## src/rtl/pps_meter_pkg.sv

```systemverilog
package pps_meter_pkg;
  typedef enum logic [1:0] {
    ST_SYNC = 2'd0,
    ST_WAIT = 2'd1,
    ST_OPEN = 2'd2,
    ST_DONE = 2'd3
  } meas_state_t;
endpackage

```

## src/rtl/pps_edge_sync.sv

```systemverilog
module pps_edge_sync (
  input  logic clk,
  input  logic rst_n,
  input  logic pin_i,
  output logic rise_o
);
  logic meta_q, sync_q, last_q;

  always_ff @(posedge clk or negedge rst_n) begin
    if (!rst_n) begin
      meta_q <= 1'b0;
      sync_q <= 1'b0;
      last_q <= 1'b0;
    end else begin
      meta_q <= pin_i;
      sync_q <= meta_q;
      last_q <= sync_q;
    end
  end

  assign rise_o = sync_q & ~last_q;

  // a detected edge lasts exactly one cycle
  p_rise_single_r2: assert property (@(posedge clk) disable iff (!rst_n)
    rise_o |=> !rise_o);
endmodule

```

## src/rtl/fb_divider.sv

```systemverilog
module fb_divider #(
  parameter int DIV_N = 10_000_000
) (
  input  logic clk,
  input  logic rst_n,
  input  logic tick_i,
  input  logic restart_i,
  output logic wrap_o
);
  localparam int DW = (DIV_N > 1) ? $clog2(DIV_N) : 1;
  localparam logic [DW-1:0] LAST = DW'(DIV_N - 1);

  logic [DW-1:0] cnt_q;

  always_ff @(posedge clk or negedge rst_n) begin
    if (!rst_n) begin
      cnt_q <= '0;
    end else if (restart_i) begin
      cnt_q <= '0;
    end else if (tick_i) begin
      cnt_q <= (cnt_q == LAST) ? '0 : cnt_q + 1'b1;
    end
  end

  assign wrap_o = tick_i && !restart_i && (cnt_q == LAST);

  // the position never leaves 0..DIV_N-1
  p_cnt_range_r1: assert property (@(posedge clk) disable iff (!rst_n)
    cnt_q <= LAST);
  // no event without an oscillator tick
  p_wrap_needs_tick_r1: assert property (@(posedge clk) disable iff (!rst_n)
    wrap_o |-> tick_i);
endmodule

```

## src/rtl/phase_window_acc.sv

```systemverilog
module phase_window_acc
  import pps_meter_pkg::*;
#(
  parameter int MAG_W   = 9,
  parameter int ACC_WIN = 4
) (
  input  logic                     clk,
  input  logic                     rst_n,
  input  logic                     ref_evt_i,
  input  logic                     div_evt_i,
  input  logic                     cnt_en_i,
  input  logic                     accum_i,
  input  logic                     ack_i,
  output logic                     restart_o,
  output logic signed [MAG_W:0]    result_o,
  output logic                     ovf_o,
  output logic                     rdy_n_o
);
  localparam int RES_W = MAG_W + 1;
  localparam int WCW   = (ACC_WIN > 1) ? $clog2(ACC_WIN) : 1;
  localparam logic signed [RES_W-1:0] LIM_P = RES_W'((2 ** MAG_W) - 1);
  localparam logic signed [RES_W-1:0] LIM_N = -LIM_P;
  localparam logic signed [RES_W-1:0] ONE   = RES_W'(1);
  localparam logic [WCW-1:0] WIN_LAST = WCW'(ACC_WIN - 1);

  // Returns {limit_hit, next_value}; a step toward a limit already reached is blocked.
  function automatic logic [RES_W:0] sat_step(input logic signed [RES_W-1:0] a,
                                              input logic down);
    if (down) begin
      if (a == LIM_N) return {1'b1, a};
      return {1'b0, a - ONE};
    end
    if (a == LIM_P) return {1'b1, a};
    return {1'b0, a + ONE};
  endfunction

  meas_state_t state_q;
  logic signed [RES_W-1:0] acc_q;
  logic ovf_q, div_lead_q;
  logic [WCW-1:0] win_q;

  logic close_evt, last_win, any_evt, tie_evt;
  logic [RES_W:0] step;

  always_comb begin
    close_evt = div_lead_q ? ref_evt_i : div_evt_i;
    last_win  = !accum_i || (win_q == WIN_LAST);
    any_evt   = ref_evt_i || div_evt_i;
    tie_evt   = ref_evt_i && div_evt_i;
    step      = sat_step(acc_q, div_lead_q);
  end

  always_ff @(posedge clk or negedge rst_n) begin
    if (!rst_n) begin
      state_q    <= ST_SYNC;
      acc_q      <= '0;
      ovf_q      <= 1'b0;
      div_lead_q <= 1'b0;
      win_q      <= '0;
    end else begin
      unique case (state_q)
        ST_SYNC: if (ref_evt_i) state_q <= ST_WAIT;
        ST_WAIT: begin
          if (tie_evt) begin
            if (last_win) state_q <= ST_DONE;
            else win_q <= win_q + 1'b1;
          end else if (any_evt) begin
            state_q    <= ST_OPEN;
            div_lead_q <= div_evt_i;
          end
        end
        ST_OPEN: begin
          if (cnt_en_i) begin
            acc_q <= step[RES_W-1:0];
            if (step[RES_W]) ovf_q <= 1'b1;
          end
          if (close_evt) begin
            if (last_win) begin
              state_q <= ST_DONE;
            end else begin
              state_q <= ST_WAIT;
              win_q   <= win_q + 1'b1;
            end
          end
        end
        ST_DONE: begin
          if (ack_i) begin
            state_q <= ST_SYNC;
            acc_q   <= '0;
            ovf_q   <= 1'b0;
            win_q   <= '0;
          end
        end
        default: state_q <= ST_SYNC;
      endcase
    end
  end

  assign restart_o = (state_q == ST_SYNC) && ref_evt_i;
  assign result_o  = acc_q;
  assign ovf_o     = ovf_q;
  assign rdy_n_o   = (state_q != ST_DONE);

  // the result never leaves the symmetric range
  p_acc_bound_r5: assert property (@(posedge clk) disable iff (!rst_n)
    (acc_q >= LIM_N) && (acc_q <= LIM_P));
  // the flag rises only with the result pinned at a limit
  p_ovf_at_limit_r5: assert property (@(posedge clk) disable iff (!rst_n)
    $rose(ovf_q) |-> (acc_q == LIM_P || acc_q == LIM_N));
  // no counting step on a disabled cycle
  p_count_gate_r4: assert property (@(posedge clk) disable iff (!rst_n)
    (state_q == ST_OPEN && !cnt_en_i) |=> $stable(acc_q));
  // a pending result holds until acknowledged
  p_done_hold_r6: assert property (@(posedge clk) disable iff (!rst_n)
    (state_q == ST_DONE && !ack_i) |=> (state_q == ST_DONE && $stable(acc_q) && $stable(ovf_q)));
  // acknowledge clears and re-arms
  p_ack_rearm_r8: assert property (@(posedge clk) disable iff (!rst_n)
    (state_q == ST_DONE && ack_i) |=> (rdy_n_o && acc_q == '0 && !ovf_q && state_q == ST_SYNC));
  // arming edge moves on to waiting for the window
  p_sync_to_wait_r2: assert property (@(posedge clk) disable iff (!rst_n)
    restart_o |=> (state_q == ST_WAIT));
endmodule

```

## src/rtl/pps_phase_meter.sv

```systemverilog
module pps_phase_meter #(
  parameter int DIV_N   = 10_000_000,
  parameter int MAG_W   = 9,
  parameter int ACC_WIN = 4
) (
  input  logic                     clk,
  input  logic                     rst_n,
  input  logic                     osc_tick,
  input  logic                     ref_pps,
  input  logic                     fine_sel,
  input  logic                     accum_en,
  input  logic                     rd_hi,
  input  logic                     rd_ack,
  output logic [(MAG_W+2)/2-1:0]   rd_data,
  output logic                     rdy_n,
  output logic                     ovf
);
  localparam int RES_W  = MAG_W + 1;
  localparam int HALF_W = (RES_W + 1) / 2;

  logic ref_evt, div_evt, restart, cnt_en;
  logic signed [RES_W-1:0] result;
  logic signed [2*HALF_W-1:0] res_ext;

  pps_edge_sync u_sync (
    .clk    (clk),
    .rst_n  (rst_n),
    .pin_i  (ref_pps),
    .rise_o (ref_evt)
  );

  fb_divider #(.DIV_N(DIV_N)) u_div (
    .clk       (clk),
    .rst_n     (rst_n),
    .tick_i    (osc_tick),
    .restart_i (restart),
    .wrap_o    (div_evt)
  );

  assign cnt_en = fine_sel | osc_tick;

  phase_window_acc #(.MAG_W(MAG_W), .ACC_WIN(ACC_WIN)) u_acc (
    .clk       (clk),
    .rst_n     (rst_n),
    .ref_evt_i (ref_evt),
    .div_evt_i (div_evt),
    .cnt_en_i  (cnt_en),
    .accum_i   (accum_en),
    .ack_i     (rd_ack),
    .restart_o (restart),
    .result_o  (result),
    .ovf_o     (ovf),
    .rdy_n_o   (rdy_n)
  );

  assign res_ext = (2*HALF_W)'(result);
  assign rd_data = rd_hi ? res_ext[2*HALF_W-1:HALF_W] : res_ext[HALF_W-1:0];

  // a result can only become ready after an event acted
  p_ready_from_event_r3: assert property (@(posedge clk) disable iff (!rst_n)
    $fell(rdy_n) |-> $past(ref_evt || div_evt));
endmodule

```

## config.mk

```make
export PLATFORM = sky130hd
export DESIGN_NAME = pps_phase_meter
export DESIGN_NICKNAME = d
export VERILOG_FILES = /design/src/rtl/pps_meter_pkg.sv /design/src/rtl/pps_edge_sync.sv /design/src/rtl/fb_divider.sv /design/src/rtl/phase_window_acc.sv /design/src/rtl/pps_phase_meter.sv
export SDC_FILE = /design/constraint.sdc
export NUM_CORES = 1
export LEC_CHECK = 0
export BUFFER_PORTS_ARGS = -buffer_cell sky130_fd_sc_hd__buf_2
export CAP_MARGIN = 20
export CORE_MARGIN = 2
export CORE_UTILIZATION = 50
export CTS_CLUSTER_SIZE = 30
export DETAILED_ROUTE_END_ITERATION = 12
export PLACE_DENSITY_LB_ADDON = 0.1
export SYNTH_ARGS = -nofsm -noshare
export SYNTH_HDL_FRONTEND = slang
export SYNTH_SLANG_ARGS = --single-unit
```

## constraint.sdc

```tcl
create_clock -name clk -period 3.2 [get_ports clk]
set_clock_uncertainty 0.1 [all_clocks]
set_input_delay 0.16 -clock clk [delete_from_list [all_inputs] [get_ports clk]]
set_output_delay 0.16 -clock clk [all_outputs]
set_load 0.01 [all_outputs]
```

# After elaboration in Yosys (flattened, before gate mapping)
# Cells that the tools add are included.
# word_totals
ff_bits	43
out_inout_bits	7
word_cells	86
# op_classes
add_sub_neg	4
n_eq_ne	17
n_mux	35
bitwise	4
n_reduce_logical	17
# ops
op	count
$mux 24	3
$mux 11	6
$add 24x1->24 const B	1
$eq 24x24->1 const B	1
$eq 10x10->1 const B	2
$mux 10	2
$mux 2	10
$pmux 10 s2	1
$reduce_and 4->1	3
$add 10x2->10 const B	1
$sub 10x2->10 const B	1
$mux 1	9
$ne 2x1->1 const B	4
$pmux 2 s4	1
$eq 2x2->1 const B	3
$ne 2x2->1 const B	3
$pmux 2 s3	1
$mux 5	1
$reduce_and 5->1	1
$logic_and 1x1->1	4
$ne 4x3->1 const B	1
$reduce_bool 2->1	2
$ne 3x1->1 const B	1
$ne 3x2->1 const B	1
11 further kinds	14

# Longest topological paths before layout
# Gate-level depths: netlist (run 1).
# depth
depth_word	11
ltp_mapped	9

# Cells and area by module
# A second synthesis (run 1) with hierarchy kept.
# hier_totals
cells_unflattened	310
hier_area_um2	2802.7
# by_module_without_submodules
module	instances	cells_per_inst	area_each_um2	seq_area_each_um2
fb_divider	1	165	1448.9	600.6
phase_window_acc	1	135	1202.4	400.4
pps_edge_sync	1	4	88.8	75.1
pps_phase_meter	1	6	62.6	0.0

# Least setup slack after synthesis (run 1)
# OpenSTA, ideal clock, no wires.
# synth_path
kind	register -> register
from	register u_div.cnt_q[8]
to	register u_acc.win_q[0]
setup_time_ps	132
t_arrival_ps	2018
setup_slack_ps	950
stages_incl_launch_ff	6
n_path_buf	0
synth_period_minus_slack_ps	2250
cell_sequence	dfrtp_1 > or4_1 > or4_1 > or3_1 > a22oi_1 > mux2i_1
# synth_via
elab_chain_len	5
word_cells_on_any_way	7
classes_between	3 x eq/ne; 1 x mux; 3 x reduce/logical
# synth_rtl
element	line	text
from (decl)	fb_divider.sv:13	logic [DW-1:0] cnt_q;
from (signal assigned)	fb_divider.sv:21	cnt_q <= (cnt_q == LAST) ? '0 : cnt_q + 1'b1;
$eq 24x24->1 *	fb_divider.sv:25	assign wrap_o = tick_i && !restart_i && (cnt_q == LAST);
$logic_and 1x1->1 *	fb_divider.sv:25	
$mux 1 / $logic_and 1x1->1 (equally long branches)	phase_window_acc.sv:46, phase_window_acc.sv:49	
$ne 2x1->1 (no line)	--	
$reduce_and 4->1 (no line) *	--	
to (signal assigned)	phase_window_acc.sv:66	else win_q <= win_q + 1'b1;
to (signal assigned)	phase_window_acc.sv:82	win_q <= win_q + 1'b1;
to (decl)	phase_window_acc.sv:40	logic [WCW-1:0] win_q;
# Every way passes the cells marked *; elsewhere a longest branch is shown, timed or not.
# A chain may end at the register's enable or synchronous reset.

# Final worst setup path (run 1)
# layout_path
from	register u_acc.acc_q[0], in the netlist u_acc.result_o[0]
to	register u_acc.acc_q[6], in the netlist u_acc.result_o[6]
# layout_via
elab_chain_len	10
word_cells_on_any_way	17
classes_between	2 x add/sub; 3 x eq/ne; 11 x mux; 1 x reduce/logical
# layout_rtl
element	line	text
from (decl)	phase_window_acc.sv:38	logic signed [RES_W-1:0] acc_q;
from (signal assigned)	phase_window_acc.sv:74	acc_q <= step[RES_W-1:0];
branches (longest 10 deep; another with $sub 10x2->10)	--	
# Parallel ways; which one is timed is not known. The select of a mux whose other input is x is not followed.

==> results of run 1 <==
-- worst max path at each step --
stage | startpoint | end
after floorplan | u_div.cnt_q[8]$_DFFE_PN0P_ | u_acc.win_q[0]$_DFFE_PN0P_
after global placement | u_acc.result_o[0]$_DFFE_PN0P_ | u_acc.result_o[6]$_DFFE_PN0P_
after detailed placement | u_acc.result_o[0]$_DFFE_PN0P_ | u_acc.result_o[6]$_DFFE_PN0P_
after CTS | u_acc.result_o[0]$_DFFE_PN0P_ | u_acc.result_o[6]$_DFFE_PN0P_
after global routing | u_div.cnt_q[0]$_DFFE_PN0P_ | u_div.cnt_q[5]$_DFFE_PN0P_
final | u_acc.result_o[0]$_DFFE_PN0P_ | u_acc.result_o[6]$_DFFE_PN0P_
-- placed cells by master (no fill, tap or decap), types with 3 or more instances in the layout --
cell / count
dfrtp_1: 43
nand2_1: 27
a21oi_1: 24
nand3_1: 21
o21ai_0: 14
buf_2: 14
mux2i_1: 12
inv_1: 10
nand4_1: 10
nor2_1: 10
and3_1: 10
a22o_1: 8
or3_1: 7
and2_1: 7
a31oi_1: 7
nand2b_1: 6
o211ai_1: 6
clkbuf_8: 6
ha_1: 5
o31ai_1: 4
xnor2_1: 4
buf_4: 4
mux2_2: 3
or4_1: 3
nor3_1: 3
a41oi_1: 3
-- logic make-up after synthesis --
logic type                 share of synthesized area (%)
DFF                                                 39.9
xor gates and xnor gates                            1.63
AOI/OAI and AO/OA                                   18.4
buffers and inverters                               4.18
and+or+nand+nor                                     27.8
adders and majority gates                           2.32
muxes                                               5.71
-- power breakdown --
group	internal, W	switching (W)
clock	0.000169	0.000179
sequential	0.000643	0.000147
combinational	0.000225	0.000258
total	0.00104	0.000584
-- layer usage --
layer  track usage, %  vias to the layer above
li1                 -                     1153
met1             28.6                     1081
met2             30.3                       45
met3             4.19                        6
met4             6.07                        0
met5                0                        -
-- area by class of cell --
cell class / count / area share (%)
multi-input combinational: 232 / 51.4
clock buffer: 6 / 2.81
sequential: 43 / 36.6
timing repair buffer: 21 / 4.77
clock inverter: 1 / 0.170
inverter: 10 / 1.28
tap: 70 / 2.98
-- state kept, by name, indices dropped and copies added, names as in the netlist --
name              count
u_sync.last_q         1
u_acc.state_q         2
u_div.cnt_q          24
u_sync.sync_q         1
u_acc.result_o       10
u_sync.meta_q         1
u_acc.win_q           2
u_acc.div_lead_q      1
u_acc.ovf_o           1
-- metrics by stage --
| stage | hold WS (ps) | instance area, um2 | worst slack [ps] | util, % | instances |
|---|---|---|---|---|---|
| 2_1_floorplan | -236 | 2690 | 950 | - | 302 |
| 3_3_place_gp | 170 | 2810 | 621 | 54.7 | 373 |
| 3_5_place_dp | 170 | 2810 | 587 | 54.7 | 373 |
| 4_1_cts | 67.3 | 2920 | 566 | 56.8 | 382 |
| 5_1_grt | 92.1 | 2940 | 397 | 57.2 | 383 |
| 6_report | 82.3 | 2940 | 569 | 57.2 | 383 |
-- what timing repair did --
item,CTS,global route
hold endpoints to repair,44,0
hold buffers,2,0
resized for setup,0,0
-- worst register-to-register path: cells and delay by family, from the launching register on --
family                     cells  cell delay, ps
and+or+nand+nor                5            1780
DFF                            1             460
adders and majority gates      1             230
==> out/metrics.cfg, run 1 <==
[outcome]
outcome = finished clean

[worst_hold_path]
hold_depth = 3
min_to = u_acc.result_o[6]$_DFFE_PN0P_
min-delay-start = rd_ack
min_path_type = in2reg

[yosys]
synthArstFlopShare_pct = 100
yosysSeqAreaShare_pct = 39.9
synth.most_common_cell = dfrtp_1
ys_types = 54
syn_inst = 302
synth_edf_count = 0
ys_top_cells_by_area = dfrtp_1, a21oi_1, mux2i_1
yosys_warnings = 0
synth.avg_cell_area_um2 = 8.92
yosysTopAreaCell = dfrtp_1
synthesis.nets = 315
ys_ff_latch = 43
ys.flop_type = dfrtp_1
synth_common_cells = dfrtp_1, nand2_1, a21oi_1, nand3_1, o21ai_0
netlist_area_um2 = 2690
synth_top_area_share_pct = 39.9

[floorplanning]
num_rows = 26
start_util_pct = 52.4
coreArea_um2 = 5140
dieArea_um2 = 5990
pin_count = 15
die_h_um = 77.4
die_x_um = 77.4

[setup_path]
regToRegStartpoint = u_acc.result_o[0]$_DFFE_PN0P_
crit_slowest_cell = or4b_2
crit_family = simple AND/OR/NAND/NOR gates
cp.required_ps = 3330
slowest_delay_ps = 710
r2r_end = u_acc.result_o[6]$_DFFE_PN0P_
critPathLaunchType = register
r2r_cells = 6
crit_chain = ha_1, and4b_1, nor4b_1, or3_1, or4b_2, nand3_1
r2r_setup_slack_ps = 570
crit_fanout = 20
worst-path-buf-inv = 0
critical_path_class = reg2reg
cp_data_arrival_time_ps = 2760
cp.depth = 6
cp-end-kind = register

[run]
drv_cap = 0

[final_layout]
drive_gt1_share_pct = 12.5
final_nets = 326
fillers = 499
seq_area_um2 = 1080
multi_input_area_um2 = 1510
num_antenna_cells = 0
syn2layout_area_growth_pct = 9.15

[timing]
max_slew_margin_pct = 33.9
fmax_mhz = 380
setup_viol = 0
min_period_ps = 2630
fin_setup_tns_ps = 0
finalMaxSlewViolations = 0
period_share_pct = 82.2
rsz0062_at_grt = false
hold_viol = 0
worst_slew_pin_slew_ps = 989

[placement]
port_buffers = 14
dp_hpwl_um = 3840
globalplace.congestion = 0.877

[drt]
avgRoutedWirePerCell_um = 14.5
drt_iter0_drc = 201
via_per_inst = 5.97
dr.pass1.iters = 4
routed_wl_um = 5560
wl_met3_um = 257
via_count = 2285
ant_nets = 0
wl_met1_um = 2740
drc = 0
met2_length_um = 2500
top_layer = met4

[clock_network]
cts.sinks = 43
root_buffer = clkbuf_8
numCtsBuffers = 5
clk_latency_ps = 290
post_cts_buffers = 0
cts_max_path_buffers = 2
clk_pin_slew_ps = 80
cts_tree = built
h-tree-depth = 2

[pwr]
power_density_nw_per_um2 = 552
total_power_w = 0.00162
peakVddDrop_mv = 0.351
p_leak_nw = 1.23

[global_routing]
grt_pass1_wl_um = 9690
grt_max_degree = 44
grt_use_total_pct = 19.9
grt-ovfl-total = 0
antenna_found_initial = 0
grt_pass1_vias = 2018

No activity file was read; power rests on OpenSTA's default activity.
==> inputs of run 2 (changes only) <==
ABC_AREA = 1   (was not set)
clock period = 2.54 ns   (was 3.2 ns; I/O delays follow)
==> run 2 against run 1 <==
Compared with the run above: combinational power is 130% higher; via count is 25% higher; register-to-register slack worse by 80 ps; routed wire length is 32% higher; core utilization is 1.1 points lower; critical path depth is 4 higher; non-clock buffer count is 2 lower; sequential power is 35% higher; first-iteration DRC count is 41% higher; global-route usage is 4.2 points higher; hold slack worse by 23 ps; critical path type unchanged; critical endpoint is now u_div.cnt_q[14]$_DFFE_PN0P_; largest cell class unchanged.
==> out/metrics.cfg, run 2 <==
[yosys]
yosysSeqAreaShare_pct = 35.6  ; -4.3 points
ys_ff_latch = 43  ; unchanged
synth.avg_cell_area_um2 = 7.07  ; -21%
yosysTopAreaCell = dfrtp_1
synth_edf_count = 0  ; unchanged
ys.flop_type = dfrtp_1
yosys_warnings = 0  ; unchanged
synthArstFlopShare_pct = 100  ; unchanged
netlist_area_um2 = 3020  ; +12%
synth_top_area_share_pct = 35.6  ; -4.3 points
synth.most_common_cell = nand2_1
ys_types = 38  ; -30%
ys_top_cells_by_area = dfrtp_1, nand2_1, inv_1
synth_common_cells = nand2_1, inv_1, nor2_1, dfrtp_1, o21ai_0
synthesis.nets = 440  ; +40%
syn_inst = 427  ; +41%

[final_layout]
syn2layout_area_growth_pct = 9.37
final_area_um2 = 3300  ; +12%
layout_common_cells = nand2_1, inv_1, nor2_1, dfrtp_1, o21ai_0
largest_register_ffs = 24  ; unchanged
final_common_cell = nand2_1
final_nets = 458  ; +40%
largest-register = u_div.cnt_q
num_antenna_cells = 0  ; unchanged
drive_gt1_share_pct = 13.0  ; +0.54 points

[timing]
finalMaxSlewViolations = 0  ; unchanged
max_slew_margin_pct = 36.0  ; +2.2 points
period_share_pct = 80.9  ; -1.4 points
worst_slew_pin_slew_ps = 959  ; -29.4 ps
fmax_mhz = 487  ; +28%
rsz0062_at_grt = false
fin_setup_tns_ps = 0  ; unchanged
min_period_ps = 2050  ; -577 ps
setup_viol = 0  ; unchanged
hold_viol = 0  ; unchanged

[global_routing]
grt-ovfl-total = 0  ; unchanged
antenna_found_initial = 0  ; unchanged
grt_pass1_vias = 2748  ; +36%
grt_use_total_pct = 24.1  ; +4.2 points
grt_pass1_wl_um = 12600  ; +30%
grt_max_degree = 44  ; unchanged

[clock_network]
numCtsBuffers = 5  ; unchanged
h-tree-depth = 2  ; unchanged
cts.sinks = 43  ; unchanged
cts_max_path_buffers = 2  ; unchanged
clk_pin_slew_ps = 90  ; about the same
root_buffer = clkbuf_8
clk_latency_ps = 300  ; about the same
cts_resized = 0  ; unchanged
cts_tree = built

[setup_path]
r2r_end = u_div.cnt_q[14]$_DFFE_PN0P_
crit_fanout = 14  ; -30%
crit_slowest_cell = dfrtp_1
r2r_setup_slack_ps = 490  ; -80 ps
crit_chain = ha_1, nand3_1, inv_2, nand2_1, nor2_1, nand2_1, nand2_2, inv_2, o211ai_1, o21ai_0
slowest_delay_ps = 390  ; -320 ps
critical_path_class = reg2reg
cp_data_arrival_time_ps = 2120  ; -640 ps
cp.required_ps = 2610  ; -720 ps
r2r_cells = 10  ; +4
cp-end-kind = register
regToRegStartpoint = u_div.cnt_q[1]$_DFFE_PN0P_
critPathLaunchType = register

[drt]
via_per_inst = 5.50  ; -7.8%
ant_nets = 0  ; unchanged
via_count = 2866  ; +25%
avgRoutedWirePerCell_um = 14.1  ; -3.0%
routed_wl_um = 7330  ; +32%
drt_iter0_drc = 284  ; +41%
dr.pass1.iters = 5  ; +1
drc = 0  ; unchanged

[floorplanning]
die_h_um = 81.7  ; +5.6%
pin_count = 15  ; unchanged
start_util_pct = 51.3  ; -1.1 points
num_rows = 28  ; +7.7%
dieArea_um2 = 6680  ; +11%
coreArea_um2 = 5890  ; +15%
die_x_um = 81.7  ; +5.6%

[run]
drv_cap = 0  ; unchanged

[worst_hold_path]
min_to = u_div.cnt_q[22]$_DFFE_PN0P_
min-delay-start = osc_tick
hold_depth = 3  ; unchanged
min_path_type = in2reg

[pwr]
p_leak_nw = 1.59  ; +29%
power_density_nw_per_um2 = 838  ; +52%
peakVddDrop_mv = 0.528  ; +51%

[placement]
port_buffers = 14  ; unchanged
dp_hpwl_um = 5380  ; +40%
globalplace.congestion = 0.881  ; +0.48%
placed_area_um2 = 3150  ; +12%

[outcome]
outcome = finished clean

-- run 2: cell types whose count changed in the layout (fill, tap and decap cells not counted), moves of 12 or more --
cell / previous run / this run
nor2_1: 10 / 45
a21oi_1: 24 / 11
mux2i_1: 12 / 0
o21ai_0: 14 / 34
inv_1: 10 / 49
nand2_1: 27 / 97
-- run 2: cell type report --
| type | count | area [um2] |
|---|---|---|
| Multi-Input combinational cell | 319 | 1690 |
| Fill cell | 595 | 2580 |
| Timing Repair Buffer | 19 | 115 |
| Clock inverter | 2 | 35.0 |
| Clock buffer | 6 | 82.6 |
| Tap cell | 75 | 93.8 |
| Sequential cell | 43 | 1080 |
| Inverter | 57 | 214 |
-- run 2: per-stage QoR --
stage | std cells | util (%) | power [W] | setup slack (ps) | hold slack [ps]
after floorplan | 427 | - | 0.00189 | 912 | -269
after global placement | 510 | 53.6 | 0.00217 | 560 | 137
after detailed placement | 510 | 53.6 | 0.00219 | 492 | 138
after CTS | 521 | 56.1 | 0.00276 | 490 | 49.6
after global routing | 521 | 56.1 | 0.00300 | 222 | 104
final | 521 | 56.1 | 0.00277 | 486 | 58.9
-- run 2: report_power, final --
| group | switching, W | total, W | leakage, nW | internal, W |
|---|---|---|---|---|
| clock | 0.000249 | 0.000567 | 0.0612 | 0.000319 |
| sequential | 0.000223 | 0.00107 | 0.571 | 0.000847 |
| combinational | 0.000731 | 0.00113 | 0.955 | 0.000398 |
-- run 2: cells by family after synthesis --
group                    count (synthesis)  synth area share (%)
XOR/XNOR                                14                  4.06
flip-flops                              43                  35.6
AND/OR/NAND/NOR                        229                  36.6
AO/OA/AOI/OAI                           71                  13.1
buffers and inverters                   65                  8.54
adder cells (fa/ha/maj)                  5                  2.07
-- run 2: worst max-delay path by stage --
stage / start / to / depth (start not counted)
2_1_floorplan: u_div.cnt_q[0]$_DFFE_PN0P_ / u_acc.win_q[0]$_DFFE_PN0P_ / 10
3_3_place_gp: u_div.cnt_q[0]$_DFFE_PN0P_ / u_div.cnt_q[14]$_DFFE_PN0P_ / 10
3_5_place_dp: u_div.cnt_q[0]$_DFFE_PN0P_ / u_div.cnt_q[14]$_DFFE_PN0P_ / 10
4_1_cts: u_div.cnt_q[0]$_DFFE_PN0P_ / u_div.cnt_q[14]$_DFFE_PN0P_ / 10
5_1_grt: u_div.cnt_q[0]$_DFFE_PN0P_ / u_div.cnt_q[14]$_DFFE_PN0P_ / 10
6_report: u_div.cnt_q[1]$_DFFE_PN0P_ / u_div.cnt_q[14]$_DFFE_PN0P_ / 10
-- run 2: critical path, delay by kind of cell (launching register included) --
family          cells  cell delay [ps]
fa+ha+maj           1              190
compound gates      2              220
simple gates        5              700
buf+inv             2              310
flops               1              390
-- run 2: repair_timing --
action                                  4_1_cts  5_1_grt
hold endpoints to repair                     45        0
buffers inserted                              0        0
endpoints found under the setup margin        0        0
hold buffers                                  3        0
-- run 2: per-layer routing --
layer  track usage [%]  wire length, um  up-vias
met3              3.96              301        6
met1              34.9             3700     1335
met5                 0                0        -
met4              5.00               60        0
li1                  -                -     1451
met2              38.0             3260       74
